`config.mk`:
```
export PLATFORM = sky130hd
export DESIGN_NAME = sd_blk_mover
export DESIGN_NICKNAME = d
export VERILOG_FILES = /design/src/rtl/sdbm_pkg.sv /design/src/rtl/sdbm_crc_lane.sv /design/src/rtl/sdbm_shifter.sv /design/src/rtl/sd_blk_mover.sv
export SDC_FILE = /design/constraint.sdc
export NUM_CORES = 1
export LEC_CHECK = 0
export ABC_CLOCK_PERIOD_IN_PS = 3400
export BUFFER_PORTS_ARGS = -buffer_cell sky130_fd_sc_hd__clkbuf_2
export CELL_PAD_IN_SITES_DETAIL_PLACEMENT = 2
export CELL_PAD_IN_SITES_GLOBAL_PLACEMENT = 2
export CORE_ASPECT_RATIO = 0.5
export CORE_MARGIN = 3
export CORE_UTILIZATION = 33
export CTS_CLUSTER_DIAMETER = 60
export CTS_CLUSTER_SIZE = 24
export DETAILED_ROUTE_END_ITERATION = 10
export GPL_TIMING_DRIVEN = 0
export PLACE_DENSITY_LB_ADDON = 0.1
export REMOVE_ABC_BUFFERS = 1
export SYNTH_ARGS = -nofsm -noshare
export SYNTH_HDL_FRONTEND = slang
export SYNTH_HIERARCHICAL = 1
export SYNTH_SLANG_ARGS = --single-unit
export TNS_END_PERCENT = 20
```
`constraint.sdc`:
```
create_clock -name clk -period 3.4 [get_ports clk]
set_input_delay 0.17 -clock clk [delete_from_list [all_inputs] [get_ports clk]]
set_output_delay 0.17 -clock clk [all_outputs]
set_load 0.03 [all_outputs]
```
`src/rtl/sdbm_pkg.sv`:
```
package sdbm_pkg;
  localparam int LANES = 4;
  localparam int CRC_W = 16;
  localparam logic [CRC_W-1:0] CRC_POLY = 16'h1021;

  typedef enum logic [3:0] {
    S_IDLE, S_START, S_BODY, S_ENDB, S_TOKW, S_TOK, S_TOKE, S_BUSYW, S_GAP
  } st_t;
endpackage

```
`src/rtl/sdbm_crc_lane.sv`:
```
module sdbm_crc_lane
  import sdbm_pkg::*;
(
  input  logic             clk,
  input  logic             rst_n,
  input  logic             clr,
  input  logic             upd,
  input  logic             shift_out,
  input  logic             din,
  output logic [CRC_W-1:0] crc
);
  logic [CRC_W-1:0] crc_n;
  logic             en;
  logic             fb;

  always_comb begin
    fb    = din ^ crc[CRC_W-1];
    en    = clr | upd | shift_out;
    crc_n = crc;
    if (clr)            crc_n = '0;
    else if (upd)       crc_n = {crc[CRC_W-2:0], 1'b0} ^ (fb ? CRC_POLY : '0);
    else if (shift_out) crc_n = {crc[CRC_W-2:0], 1'b0};
  end

  always_ff @(posedge clk or negedge rst_n) begin
    if (!rst_n)  crc <= '0;
    else if (en) crc <= crc_n;
  end

  p_seed_zero_r9: assert property (@(posedge clk) disable iff (!rst_n)
    clr |=> (crc == '0));
endmodule

```
`src/rtl/sdbm_shifter.sv`:
```
module sdbm_shifter #(
  parameter int W = 32
) (
  input  logic         clk,
  input  logic         rst_n,
  input  logic         load,
  input  logic [W-1:0] ld_val,
  input  logic         shift,
  input  logic         wide,
  input  logic [3:0]   din,
  output logic [W-1:0] q
);
  logic [W-1:0] q_n;
  logic         en;

  always_comb begin
    en  = load | shift;
    q_n = q;
    if (load)       q_n = ld_val;
    else if (shift) q_n = wide ? {q[W-5:0], din} : {q[W-2:0], din[0]};
  end

  always_ff @(posedge clk or negedge rst_n) begin
    if (!rst_n)  q <= '0;
    else if (en) q <= q_n;
  end
endmodule

```
`src/rtl/sd_blk_mover.sv`:
```
module sd_blk_mover
  import sdbm_pkg::*;
#(
  parameter int WORD_W = 32,
  parameter int CNT_W  = 14,
  parameter int REP_W  = 8,
  parameter int GAP_W  = 6,
  parameter int TOK_W  = 3
) (
  input  logic              clk,
  input  logic              rst_n,
  input  logic              start,
  input  logic              is_write,
  input  logic              is_read,
  input  logic              wide,
  input  logic [CNT_W-1:0]  blk_bits,
  input  logic [REP_W-1:0]  repeat_cnt,
  input  logic [GAP_W-1:0]  nwr_gap,
  input  logic [TOK_W-1:0]  crc_tok,
  input  logic [WORD_W-1:0] wr_data,
  output logic              wr_take,
  output logic [WORD_W-1:0] rd_data,
  output logic              rd_valid,
  input  logic [3:0]        dat_i,
  output logic [3:0]        dat_o,
  output logic [3:0]        dat_oe,
  output logic              busy,
  output logic              done,
  output logic              rd_crc_ok,
  output logic              wr_crc_ok
);
  localparam int WC_W = $clog2(WORD_W);
  localparam logic [CNT_W-1:0] CRC_LAST = CNT_W'(CRC_W - 1);
  localparam logic [CNT_W-1:0] PAY_LAST = CNT_W'(CRC_W);
  localparam logic [WC_W-1:0]  WC_END1  = WC_W'(WORD_W - 1);
  localparam logic [WC_W-1:0]  WC_END4  = WC_W'(WORD_W / 4 - 1);
  localparam int TK_W = $clog2(TOK_W);

  st_t              st, st_n;
  logic [CNT_W-1:0] cnt, cnt_n, blk_q;
  logic [WC_W-1:0]  wc, wc_n;
  logic [REP_W-1:0] bk, bk_n, rep_q;
  logic [GAP_W-1:0] g, g_n, gap_q;
  logic [TOK_W-1:0] tk, tk_n, tok_q;
  logic [TK_W-1:0]  k, k_n;
  logic             err, err_n, done_n, rdv_n;
  logic             wr_q, wide_q;
  logic             go, ld, shf, clr, upd, crc_sh;
  logic             wc_last, sbit, crc_bad, pay_phase;
  logic [3:0]       pay_bits, crc_msb, crc_din;
  logic [WORD_W-1:0] q;
  logic [CRC_W-1:0] crc_v [LANES];

  assign go        = (st == S_IDLE) && start && (is_write ^ is_read);
  assign wc_last   = wide_q ? (wc == WC_END4) : (wc == WC_END1);
  assign sbit      = wide_q ? (dat_i == 4'b0000) : !dat_i[0];
  assign pay_phase = (cnt > CRC_LAST);
  assign pay_bits  = wide_q ? q[WORD_W-1 -: 4] : {3'b111, q[WORD_W-1]};
  assign busy      = (st != S_IDLE);
  assign rd_data   = q;
  assign upd       = (st == S_BODY) && (!wr_q || pay_phase);
  assign crc_sh    = (st == S_BODY) && wr_q && !pay_phase;

  sdbm_shifter #(.W(WORD_W)) u_shift (
    .clk(clk), .rst_n(rst_n), .load(ld), .ld_val(wr_data), .shift(shf),
    .wide(wide_q), .din(dat_i), .q(q)
  );

  for (genvar i = 0; i < LANES; i++) begin : g_lane
    assign crc_din[i] = wr_q ? pay_bits[i] : dat_i[i];
    assign crc_msb[i] = crc_v[i][CRC_W-1];
    sdbm_crc_lane u_crc (
      .clk(clk), .rst_n(rst_n), .clr(clr), .upd(upd), .shift_out(crc_sh),
      .din(crc_din[i]), .crc(crc_v[i])
    );
  end

  always_comb begin
    crc_bad = (crc_v[0] != '0);
    if (wide_q)
      for (int i = 1; i < LANES; i++) crc_bad = crc_bad | (crc_v[i] != '0);
  end

  // Bus drive: only during the framed part of a write block
  always_comb begin
    dat_o  = 4'hF;
    dat_oe = 4'h0;
    if (wr_q && (st == S_START || st == S_BODY || st == S_ENDB)) begin
      dat_oe = wide_q ? 4'hF : 4'h1;
      if (st == S_START)     dat_o = 4'h0;
      else if (st == S_BODY) dat_o = pay_phase ? pay_bits : crc_msb;
    end
  end

  // Next-state process
  always_comb begin
    st_n = st; cnt_n = cnt; wc_n = wc; bk_n = bk; g_n = g; tk_n = tk; k_n = k;
    err_n = err; done_n = 1'b0; rdv_n = 1'b0;
    wr_take = 1'b0; ld = 1'b0; shf = 1'b0; clr = 1'b0;
    case (st)
      S_IDLE: if (go) begin
        st_n = S_START; bk_n = '0; err_n = 1'b0;
      end
      S_START: if (wr_q || sbit) begin
        clr = 1'b1; wc_n = '0; st_n = S_BODY;
        cnt_n = wide_q ? (blk_q >> 2) : blk_q;
        if (wr_q) begin wr_take = 1'b1; ld = 1'b1; end
      end
      S_BODY: begin
        if (pay_phase) begin
          shf  = 1'b1;
          wc_n = wc_last ? '0 : wc + 1'b1;
          if (wc_last) begin
            if (!wr_q)               rdv_n = 1'b1;
            else if (cnt > PAY_LAST) begin wr_take = 1'b1; ld = 1'b1; end
          end
        end
        if (cnt == '0) st_n = S_ENDB;
        else           cnt_n = cnt - 1'b1;
      end
      S_ENDB: if (wr_q) st_n = S_TOKW;
      else begin
        if (crc_bad) err_n = 1'b1;
        if (bk == rep_q) begin st_n = S_IDLE; done_n = 1'b1; end
        else begin bk_n = bk + 1'b1; st_n = S_START; end
      end
      S_TOKW: if (!dat_i[0]) begin st_n = S_TOK; k_n = '0; end
      S_TOK: begin
        tk_n = {tk[TOK_W-2:0], dat_i[0]};
        if (k == TK_W'(TOK_W - 1)) st_n = S_TOKE;
        else                       k_n = k + 1'b1;
      end
      S_TOKE: begin
        if (tk != tok_q) err_n = 1'b1;
        st_n = S_BUSYW;
      end
      S_BUSYW: if (dat_i[0]) begin
        if (bk == rep_q) begin st_n = S_IDLE; done_n = 1'b1; end
        else begin
          bk_n = bk + 1'b1;
          if (gap_q == '0) st_n = S_START;
          else begin g_n = GAP_W'(1); st_n = S_GAP; end
        end
      end
      S_GAP: if (g == gap_q) st_n = S_START;
      else g_n = g + 1'b1;
      default: st_n = S_IDLE;
    endcase
  end

  // Register process
  always_ff @(posedge clk or negedge rst_n) begin
    if (!rst_n) begin
      st <= S_IDLE; cnt <= '0; wc <= '0; bk <= '0; g <= '0; tk <= '0; k <= '0;
      err <= 1'b0; done <= 1'b0; rd_valid <= 1'b0; rd_crc_ok <= 1'b0;
      wr_crc_ok <= 1'b0; wr_q <= 1'b0; wide_q <= 1'b0; blk_q <= '0;
      rep_q <= '0; gap_q <= '0; tok_q <= '0;
    end else begin
      st <= st_n; cnt <= cnt_n; wc <= wc_n; bk <= bk_n; g <= g_n;
      tk <= tk_n; k <= k_n; err <= err_n; done <= done_n; rd_valid <= rdv_n;
      if (go) begin
        wr_q <= is_write; wide_q <= wide; blk_q <= blk_bits;
        rep_q <= repeat_cnt; gap_q <= nwr_gap; tok_q <= crc_tok;
        rd_crc_ok <= 1'b0; wr_crc_ok <= 1'b0;
      end else if (done_n) begin
        rd_crc_ok <= !wr_q && !err_n;
        wr_crc_ok <= wr_q && !err_n;
      end
    end
  end

  p_oe_shape_r2: assert property (@(posedge clk) disable iff (!rst_n)
    (dat_oe == 4'h0) || (dat_oe == 4'h1) || (dat_oe == 4'hF));
  p_done_pulse_r11: assert property (@(posedge clk) disable iff (!rst_n)
    done |=> !done);
  p_ok_excl_r11: assert property (@(posedge clk) disable iff (!rst_n)
    !(rd_crc_ok && wr_crc_ok));
  p_take_on_bus_r12: assert property (@(posedge clk) disable iff (!rst_n)
    wr_take |-> dat_oe[0]);
  p_rdvalid_rx_r8: assert property (@(posedge clk) disable iff (!rst_n)
    rd_valid |-> (dat_oe == 4'h0));
  p_done_idle_r6: assert property (@(posedge clk) disable iff (!rst_n)
    done |-> !busy);
endmodule

```
# After elaboration in Yosys (flattened, before gate mapping)
# Index checks and enable logic that the tools add are counted.
# Widths: inputs -> output; s select.
dict set report totals {
  register_bits 176
  output_inout_bits 46
}
dict set report classes {
  n_addsub 5
  magnitude_cmp 2
  n_eq_ne 28
  muxes 94
  bitwise 15
  reduce_logical 40
}
# operator n
set ops {}
lappend ops {{$mux 16} 12}
lappend ops {{$mux 32} 3}
lappend ops {{$mux 4} 16}
lappend ops {{$reduce_bool 16->1} 4}
lappend ops {{$xor 16x16->16} 4}
lappend ops {{$mux 13} 4}
lappend ops {{$mux 14} 3}
lappend ops {{$pmux 4 s9} 1}
lappend ops {{$mux 1} 33}
lappend ops {{$mux 8} 4}
lappend ops {{$pmux 14 s2} 1}
lappend ops {{$mux 6} 4}
lappend ops {{$ne 2x2->1 const B} 12}
lappend ops {{$pmux 8 s3} 1}
lappend ops {{$eq 4x3->1 const B} 4}
lappend ops {{$mux 5} 3}
lappend ops {{$gt 14x4->1 const B} 1}
lappend ops {{$gt 14x5->1 const B} 1}
lappend ops {{$logic_not 14->1} 1}
lappend ops {{$sub 14x1->14 const B} 1}
lappend ops {{$pmux 6 s2} 1}
lappend ops {{$pmux 5 s2} 1}
lappend ops {{$reduce_bool 2->1} 5}
lappend ops {{$reduce_and 3->1} 3}
lappend ops {{32 further kinds} 61}

# Depth between registers and ports, before layout
# Gate-level depths: netlist of the first run.
dict set report logic_depth {
  ltp_word 12
  mapped_depth 12
  depth_no_buf 9
}

# Hierarchy
# Netlist of the first run, hierarchy kept.
# module n_inst cells_per_inst area_each_um2 seq_area_each_um2
set modules_own_cells {}
lappend modules_own_cells {sd_blk_mover 1 536 4648.2 2001.9}
lappend modules_own_cells {sdbm_crc_lane 4 70 683.2 400.4}
lappend modules_own_cells {sdbm_shifter 1 177 2039.5 800.8}

# Worst setup path before layout of the first run
# No wires, ideal clock.
dict set report synth_timing {
  path_type {flip-flop to flip-flop}
  start {reg st[3]}
  end {reg g_lane[2].u_crc.crc[15]}
  setup_ns 0.136
  arrival_ns 3.402
  slack_ns -0.137
  path_stages_with_launch 10
  path_buffers 4
  period_less_slack_ns 3.537
  path_cell_list {dfrtp_1 clkbuf_1 or4b_2 clkbuf_1 clkbuf_1 a21oi_1 nor3_4 buf_2 nand2_1 o21ai_0}
}
dict set report synth_via {
  elab_chain_cells 5
  word_cells_on_any_way 12
}
# item line_no
set synth_lines {}
lappend synth_lines {{from (decl)} sd_blk_mover.sv:39} ;# st_t st, st_n;
lappend synth_lines {{from (signal assigned)} sd_blk_mover.sv:159} ;# st <= st_n; cnt <= cnt_n; wc <= wc_n; bk <= bk_n; g <= g_n;
lappend synth_lines {{$eq 4x2->1 (*)} sd_blk_mover.sv:61} ;# assign upd = (st == S_BODY) && (!wr_q || pay_phase);
lappend synth_lines {{$logic_and 1x1->1 (*)} sd_blk_mover.sv:61}
lappend synth_lines {{via upd} sd_blk_mover.sv:48} ;# logic go, ld, shf, clr, upd, crc_sh;
lappend synth_lines {{$or 1x1->1 (2 in series)} sdbm_crc_lane.sv:18} ;# en = clr | upd | shift_out;
lappend synth_lines {{$reduce_and 2->1 (no source line)} n/a}
lappend synth_lines {{to (signal assigned)} sdbm_crc_lane.sv:27} ;# else if (en) crc <= crc_n;
lappend synth_lines {{to (decl)} sdbm_crc_lane.sv:10} ;# output logic [CRC_W-1:0] crc
# Mark *: on every way through the listed nets, which the timed path passes. The rest lies on a longest branch.
# A chain may end at the register's enable or synchronous reset.

# Worst setup path in the final report of the first run
dict set report layout_timing {
  start {reg st[0]}
  end {out dat_o[3]}
}
dict set report layout_via {
  elab_chain_cells 5
  word_cells_on_any_way 9
}
# item line_no
set layout_lines {}
lappend layout_lines {{$eq 4x1->1 or $eq 4x2->1 (tied branches)} {sd_blk_mover.sv:88, sd_blk_mover.sv:90, sd_blk_mover.sv:91}}
lappend layout_lines {{$logic_or 1x1->1 (2 in series)} sd_blk_mover.sv:88} ;# if (wr_q && (st == S_START || st == S_BODY || st == S_ENDB)) begin
lappend layout_lines {{$logic_and 1x1->1} sd_blk_mover.sv:88}
lappend layout_lines {{$mux 4 (*)} sd_blk_mover.sv:88}
lappend layout_lines {{to (decl)} sd_blk_mover.sv:25} ;# output logic [3:0] dat_o,
# Mark *: on every way between the ends. The rest lies on a longest branch, timed or not.

==> metrics.cfg, run 1 <==
[clocking]
cts.path.max_buffers=2
insertion_delay_ps=450
clk_transition_reported_paths_ps=80
numClockSinks=176
postCtsSetupRepairBufs=0
root_buffer=clkbuf_16
numCtsBuffers=17
cts_tree=yes
h-tree-depth=4

[route]
wirelength_um=29200
drt_iter0_drc=358
wl_per_cell_um=18.9
drc_errors=0
dr.pass1.iters=4
num_vias=8060
via_per_inst=5.23
ant_nets=0

[grt]
grt_pass1_wl_um=48500
grt_max_degree=101
grt_usage_pct=19.7
antenna_found_initial=0
grt_pass1_vias=8980
grt_overflow=0

[logic_synthesis]
synth-seq-area-share_pct=46.8
synth_top_area_share_pct=46.8
yosys.area.top_type=dfrtp_1
synth_edf_count=0
synth.ff_latch_count=176
yosys_warnings=6
synth_cells=993
synthArstFlopShare_pct=100
syn_avg_cell_area_um2=9.49
netlist_area_um2=9420
yosysUniqueCellTypes=71
synthTopCellsByArea=dfrtp_1, nand2_1, mux2i_1, o21ai_0, o211ai_2
synth_ff_type=dfrtp_1

[critical_path]
cp-startpoint=st[0]
worstSetupPathType=flop to primary output
startpoint_type=flop
required_ps=3230
end_kind=primary output
critPathMaxFanout=41
r2r-start=st[0]
crit_arrival_ps=3170

[placement]
hpwl_um=19000
port_buffers=118
globalplace.congestion=0.772

[die]
coreArea_um2=27900
initial_utilization_pct=33.8
pin_count=119
dieArea_um2=30700
rows=43
fp.dieH_um=125
die_w_um=245

[timing]
rsz0062_at_grt=true
hold_violations=0
fin_skew_ps=11.6
fmax_mhz=300
drv_slew=0
fin_crit_ps=3340
fin_crit_sh_pct=98.2
relSlewSlack_pct=27.4
hold_ws_ps=95.9
setup_viol=0
tightest_slew_ps=1090

[cells_and_area]
layout-drive-gt1-share_pct=19.6
num-nets-final=1226
final_util_pct=41.9
area_growth_pct=23.9
insertedDiodeCount=0

[worst_hold_path]
hp-class=input port to flop
min_from=dat_i[3]

[status]
status=complete, no violations

[power]
power.leakage_nw=5.16
totalPowerFinal_mw=11.3
power_density_nw_per_um2=969
ir_drop_v=0.000514

[flow_run]
maxCapViolCount=0

==> worst paths after layout <==
| check | depth (start not counted) | end | slack (ps) |
|---|---|---|---|
| worst max-delay path | 9 | dat_o[3] | 60 |
| worst min-delay path | 3 | u_shift/q[3] | 100 |
| worst max register to register | 4 | g_lane[2].u_crc/crc[0] | 280 |
| worst min register to register | 2 | blk_q[1] | 500 |
| max in group asynchronous | 3 | g_lane[3].u_crc/crc[5] | 2080 |
| min in group asynchronous | 2 | cnt[12] | 330 |
==> area by class of cell <==
cell class | count | area [um^2]
clock inverter | 8 | 128
sequential | 176 | 4410
timing repair buffer | 191 | 1400
fill | 3027 | 16200
inverter | 13 | 48.8
clock buffer | 23 | 488
tap | 382 | 478
multi-input combinational | 749 | 4730
==> worst max-delay path: stages (launching register included) <==
cell,delay [ps]
dfrtp_1,580
nor4b_4,450
buf_6,230
buf_6,170
o21ai_4,120
inv_2,600
a31oi_1,160
o21ai_0,110
nand2_1,80
clkbuf_2,210
==> cell families after synthesis <==
| family | count (synthesis) | share of synthesized area, % |
|---|---|---|
| muxes | 53 | 5.78 |
| AOI/OAI and AO/OA | 205 | 15.6 |
| DFF | 176 | 46.8 |
| and+or+nand+nor | 448 | 23.7 |
| xor gates and xnor gates | 37 | 3.76 |
| buffers and inverters | 69 | 3.75 |
| adders and majority gates | 5 | 0.664 |
==> metal layers <==
metal | global-route usage [%] | wire length [um] | vias to the layer above
li1 | - | - | 3808
met1 | 25.7 | 13800 | 4139
met2 | 34.0 | 14300 | 88
met3 | 3.90 | 635 | 25
met4 | 4.30 | 391 | 0
met5 | 0 | 0 | -
==> through the flow <==
step	setup TNS (ps)	worst slack, ps	instance area [um^2]	std cells
floorplan	-113980	-3530	9120	937
detailed placement	-7600	-350	10400	1444
CTS	0	1.70	11600	1541
global placement	-584200	-6080	10200	1437
global route	-140	-140	11700	1542
finish	0	62.0	11700	1542
==> synth_stat cells, drive strengths merged (15+ instances only) <==
cell	n
or3b	32
dfrtp	176
xnor2	22
o21ai	82
o211ai	35
a21oi	22
clkbuf	20
mux2i	42
nor4	23
a211oi	21
xor2	15
nor2	45
nand2	268
buf	36
==> where the power goes <==
group / switching, mW / leakage [nW] / internal [mW] / total [mW]
registers: 0.981 / 2.27 / 2.97 / 3.95
clock network: 0.886 / 0.296 / 1.24 / 2.12
logic: 3.20 / 2.60 / 2.04 / 5.24
total: 5.07 / 5.16 / 6.25 / 11.3
==> flip-flops by register name, summed over array words and instances, names as in the netlist <==
name / flops
bk: 8
blk_q: 14
cnt: 14
done: 1
err: 1
g: 6
g_lane.u_crc/crc: 64
gap_q: 6
k: 2
rd_crc_ok: 1
rd_valid: 1
rep_q: 8
st: 4
tk: 3
tok_q: 3
u_shift/q: 32
wc: 5
wide_q: 1
wr_crc_ok: 1
wr_q: 1
==> cell usage in the layout (no fill, tap or decap), types with 17 or more instances in the layout <==
master,Yosys,routed
o211ai_2,29,29
dlygate4sd3_1,0,66
nor2_1,45,45
a211oi_1,20,20
a21oi_1,22,21
or3b_1,31,31
dfrtp_1,176,175
mux2i_1,42,42
clkbuf_2,0,117
clkbuf_16,0,17
o21ai_0,74,74
xnor2_1,22,22
nor4_1,21,21
nand2_1,267,267
==> what timing repair did <==
item                       CTS  global route
setup endpoints to repair   71            35
gates cloned                 0             1
hold buffers                66             0
resized for setup            2             3
hold endpoints to repair   141             0
pin swaps                    0             0
No activity file was read; power rests on OpenSTA's default activity.
==> inputs of run 2 (changes only) <==
Settings changed: BUFFER_PORTS_ARGS -buffer_cell sky130_fd_sc_hd__clkbuf_2 to unset, CELL_PAD_IN_SITES_DETAIL_PLACEMENT 2 to 1, CELL_PAD_IN_SITES_GLOBAL_PLACEMENT 2 to 1, CORE_UTILIZATION 33 to 45, DONT_BUFFER_PORTS set to 1.
==> metrics.cfg, run 2 (synthesis results as in run 1) <==
[cells_and_area]
top_regs=g_lane.u_crc/crc x64, u_shift/q x32
mostFrequentLayoutCell=nand2_1
regMostFlops=g_lane.u_crc/crc
layout-drive-gt1-share_pct=10.5  ; -9.0 points
insertedDiodeCount=0  ; unchanged
largest_reg_flops=64  ; unchanged
fin_area_um2=10800  ; -7.2%
final_util_pct=54.2  ; +12 points
area_growth_pct=15.1
num-nets-final=1109  ; -9.5%
final_cell_mix=nand2_1, dfrtp_1, o21ai_0, dlygate4sd3_1, nor2_1

[critical_path]
cp-startpoint=st[2]
critPathMaxFanout=41  ; unchanged
worstSetupPathType=flop to primary output
r2r_slack_ps=220  ; -60 ps
r2r-start=cnt[0]
crit_arrival_ps=3030  ; -140 ps
required_ps=3230  ; about the same
end_kind=primary output
startpoint_type=flop

[die]
pin_count=119  ; unchanged
initial_utilization_pct=47.1  ; +13 points
coreArea_um2=20000  ; -28%
rows=36  ; -16%
dieArea_um2=22800  ; -26%
fp.dieH_um=108  ; -14%
die_w_um=211  ; -14%

[timing]
fin_crit_ps=3200  ; -134 ps
hold_violations=176  ; +176
rsz0062_at_grt=false
setup_viol=0  ; unchanged
drv_slew=0  ; unchanged
fmax_mhz=312  ; +4.2%
fin_skew_ps=10.0  ; -1.62 ps
tightest_slew_ps=1010  ; -82.3 ps
totalNegativeSetupSlack_ps=0  ; unchanged
relSlewSlack_pct=32.2  ; +4.8 points
hold_ws_ps=-584  ; -680 ps
fin_crit_sh_pct=94.2  ; -3.9 points

[clocking]
numClockSinks=176  ; unchanged
cts_tree=yes
cts.path.max_buffers=2  ; unchanged
clk_transition_reported_paths_ps=70  ; about the same
hold_buffers=69  ; +4.5%
h-tree-depth=4  ; unchanged
insertion_delay_ps=450  ; about the same
root_buffer=clkbuf_16
numCtsBuffers=17  ; unchanged

[route]
drc_errors=0  ; unchanged
via_per_inst=5.78  ; +11%
dr.pass1.iters=5  ; +1
drt_iter0_drc=448  ; +25%
wl_per_cell_um=20.3  ; +7.4%
ant_nets=0  ; unchanged
wirelength_um=26600  ; -8.8%
num_vias=7571  ; -6.1%

[grt]
antenna_found_initial=0  ; unchanged
grt_overflow=0  ; unchanged
grt_pass1_wl_um=43700  ; -10%
grt_max_degree=177  ; +75%
grt_pass1_vias=8025  ; -11%
grt_usage_pct=24.3  ; +4.6 points

[placement]
port_buffers=0  ; -100%
hpwl_um=16200  ; -15%
placed_area_um2=9550  ; -7.9%
globalplace.congestion=0.772  ; about the same

[flow_run]
maxCapViolCount=0  ; unchanged

[power]
power.leakage_nw=4.60  ; -11%
power_density_nw_per_um2=996  ; +2.7%
ir_drop_v=0.000397  ; -23%
totalPowerFinal_mw=10.8  ; -4.6%

[worst_hold_path]
hp-class=input port to asynchronous set/reset pin

[status]
status=finished with violations
failed_checks=hold timing

==> run 2: cell type report <==
type	instances	area, um^2
clock buffers	22	474
multi-input cells	750	4730
fillers	2255	9160
repair buffers	73	781
flip-flops and latches	176	4410
clock inverters	9	61.3
inverters	13	51.3
well taps	266	333
==> run 2: what timing repair did <==
action	4_1_cts	5_1_grt
gates resized for setup	2	8
gates cloned	1	1
endpoints found under the setup margin	53	103
pin swaps	1	0
setup buffers	1	0
hold endpoints to repair	242	176
==> run 2: path summary, 6_finish.rpt <==
path                            endpoint  cells past startpoint
min reg2reg                     blk_q[1]                      2
max reg2reg                 u_shift/q[1]                      9
min                             rep_q[3]                      0
max                             dat_o[3]                      7
max in group asynchronous  u_shift/q[22]                      0
min in group clk                   tk[0]                      2
==> run 2: power breakdown <==
| group | internal [mW] | switching [mW] | leakage [nW] |
|---|---|---|---|
| registers | 2.96 | 1.42 | 2.27 |
| logic | 1.89 | 2.67 | 2.08 |
| clock network | 0.985 | 0.862 | 0.250 |
==> run 2: per-layer routing <==
layer,part of all wire [%],vias to the layer above,wire length (um),track usage [%]
li1,-,3581,-,-
met1,47,3825,12600,32.6
met2,47,133,12600,39.8
met3,3.5,32,940,5.48
met4,1.8,0,468,7.64
met5,0,-,0,0
==> run 2: per-stage QoR <==
stage | worst slack [ps] | std cells
floorplan | -3530 | 937
global placement | -6220 | 1203
detailed placement | -258 | 1206
CTS | 5.23 | 1308
global route | 4.15 | 1309
finish | 196 | 1309
==> run 2: worst max-delay path, stage by stage, from the launching register on <==
cell     delay, ps
dfrtp_1        530
nor4b_4        790
buf_8          250
o21ai_4        130
inv_4          370
a31oi_1        140
o21ai_0        110
nand2_1        250
==> inputs of run 3 (changes only) <==
Settings changed: CORE_UTILIZATION 45 to 40.
==> metrics.cfg, run 3 (synthesis results as in run 1) <==
[status]
status=finished with violations
failed_checks=hold timing

[placement]
hpwl_um=16400  ; +1.2%
globalplace.congestion=0.784  ; +1.6%
preCtsSetupSlack_ps=-188  ; +69.7 ps
port_buffers=0  ; unchanged
dp.cells=1243  ; +3.1%

[die]
initial_utilization_pct=42.1  ; -5.0 points
fp.dieH_um=115  ; +5.7%
die_w_um=223  ; +5.9%
dieArea_um2=25500  ; +12%
rows=38  ; +5.6%
pin_count=119  ; unchanged
coreArea_um2=22400  ; +12%

[cells_and_area]
fill_cells=2489  ; +10%
top_regs=g_lane.u_crc/crc x64, u_shift/q x32
largest_reg_flops=64  ; unchanged
multi_input_area_um2=4710  ; -0.32%
area_growth_pct=16.5
layout-drive-gt1-share_pct=10.4  ; -0.13 points
final_cell_mix=nand2_1, dfrtp_1, o21ai_0, dlygate4sd3_1, nor2_1
num-nets-final=1111  ; +0.18%
final_cells=1346  ; +2.8%
regMostFlops=g_lane.u_crc/crc
seq_area_um2=4410  ; about the same
mostFrequentLayoutCell=nand2_1
insertedDiodeCount=0  ; unchanged

[critical_path]
r2r_slack_ps=280  ; +60 ps
critPathMaxFanout=41  ; unchanged
critPathTopFamily=simple AND/OR/NAND/NOR gates
end_kind=primary output
r2r-end=u_shift/q[0]
cp.depth=6  ; -1
crit_buf_inv=1  ; -1
critPathSlowestCell=nor4b_4
worstSetupPathType=flop to primary output
crit_arrival_ps=2970  ; -60 ps
crit_chain=nor4b_4 -> o21ai_4 -> inv_4 -> a31oi_1 -> o21ai_0 -> nand2_1
max_stage_delay_ps=790  ; about the same
rr_worst_depth=11  ; +2
r2r-start=cnt[0]
startpoint_type=flop
required_ps=3230  ; about the same

[power]
seq_power_share_pct=39.6  ; -1.0 points
power.leakage_nw=4.65  ; +1.2%
p_int_mw=5.98  ; +2.6%
power_density_nw_per_um2=989  ; -0.70%
p_sw_share_pct=44.8  ; -1.1 points
pwr-share-comb_pct=42.0  ; -0.3 points
pwr-share-clk_pct=18.4  ; +1.3 points
p_sw_mw=4.87  ; -1.8%
ir_drop_v=0.000776  ; +96%
totalPowerFinal_mw=10.9  ; +0.55%

[clocking]
h-tree-depth=4  ; unchanged
root_buffer=clkbuf_16
numCtsBuffers=17  ; unchanged
numClockSinks=176  ; unchanged
cts.path.max_buffers=2  ; unchanged
insertion_delay_ps=450  ; about the same
clk_transition_reported_paths_ps=60  ; about the same
cts_tree=yes
hold_buffers=70  ; +1.4%

[timing]
tightest_slew_ps=1120  ; +116 ps
relSlewSlack_pct=24.4  ; -7.8 points
setup_slack_ps=262  ; +66.3 ps
drv_slew=0  ; unchanged
rsz0062_at_grt=false
fmax_mhz=319  ; +2.1%
hold_violations=176  ; unchanged
hold_ws_ps=-583  ; +1.50 ps
fin_skew_ps=10.3  ; +0.321 ps
fin_crit_ps=3140  ; -66.3 ps
setup_viol=0  ; unchanged
fin_crit_sh_pct=92.3  ; -2.0 points

[grt]
grt_use_met2_pct=33.6  ; -6.2 points
grt_pass1_wl_um=42900  ; -1.7%
grt_max_degree=177  ; unchanged
antenna_found_initial=0  ; unchanged
grt_overflow=0  ; unchanged
grt_pass1_vias=7905  ; -1.5%
grtUsageMet3_pct=3.92  ; -1.6 points
use_met1_pct=29.0  ; -3.6 points
grt_usage_pct=21.0  ; -3.4 points
grt_busiest_layer=met2

[route]
wirelength_um=25600  ; -3.9%
drt_iter0_drc=517  ; +15%
dr.pass1.iters=4  ; -1
drc_errors=0  ; unchanged
via_per_inst=5.49  ; -5.1%
wl_per_cell_um=19.0  ; -6.5%
num_vias=7386  ; -2.4%
ant_nets=0  ; unchanged

[worst_hold_path]
hp-class=input port to asynchronous set/reset pin

[flow_run]
maxCapViolCount=0  ; unchanged

## run 3: cell count changes in the layout (fill, tap and decap cells not counted), sizes merged
cell and change:
inv +1, clkinvlp -1, dlygate4sd3 +1, buf +2, clkbuf -2, bufinv +2
clkinv +1, a21boi -1
## run 3: worst max path at each step
stage          startpoint             to
2_1_floorplan      wide_q  u_shift/q[26]
6_report            st[0]       dat_o[3]
3_3_place_gp       wide_q  u_shift/q[26]
4_1_cts             st[0]       dat_o[3]
5_1_grt             st[0]         cnt[2]
3_5_place_dp        st[0]         cnt[5]
## run 3: layout make-up
class | count | area share, %
multi-input cells | 749 | 43.0
flip-flops and latches | 176 | 40.2
repair buffers | 76 | 7.60
clock buffers | 20 | 4.16
well taps | 300 | 3.42
clock inverters | 12 | 1.23
inverters | 13 | 0.467
## run 3: stage by stage
stage	area, um^2	TNS [ps]	utilization, %
finish	11000	0	49.0
global route	11000	0	49.0
CTS	11000	0	48.9
detailed placement	9660	-1390	43.2
global placement	9490	-314890	42.4
floorplan	9120	-113980	-
## run 3: power groups by stage
stage	combinational (mW)	sequential [mW]	clock [mW]
final	4.56	4.29	2.00
after global routing	5.12	4.45	2.15
after CTS	4.55	4.30	2.06
after detailed placement	4.45	4.31	0
after global placement	4.12	4.40	0
after floorplan	3.39	4.06	0
## run 3: worst reg2reg max path: cells and delay by family, from the launching register on
kind | cells | cell delay, ps
and+or+nand+nor | 4 | 1010
AOI/OAI and AO/OA | 3 | 560
buffers and inverters | 3 | 810
DFF | 1 | 430
adders and majority gates | 1 | 190
## run 3: what timing repair did
| action | 4_1_cts | 5_1_grt |
|---|---|---|
| endpoints found under the setup margin | 14 | 11 |
| cloned | 0 | 1 |
| buffers inserted | 0 | 0 |
| hold endpoints to repair | 242 | 176 |
| gates resized for setup | 1 | 4 |
## run 3: metal layers
metal / part of all wire [%] / wire (um)
met5: 0 / 0
met4: 1.6 / 400
met3: 3.0 / 774
met2: 46 / 11700
met1: 49 / 12700
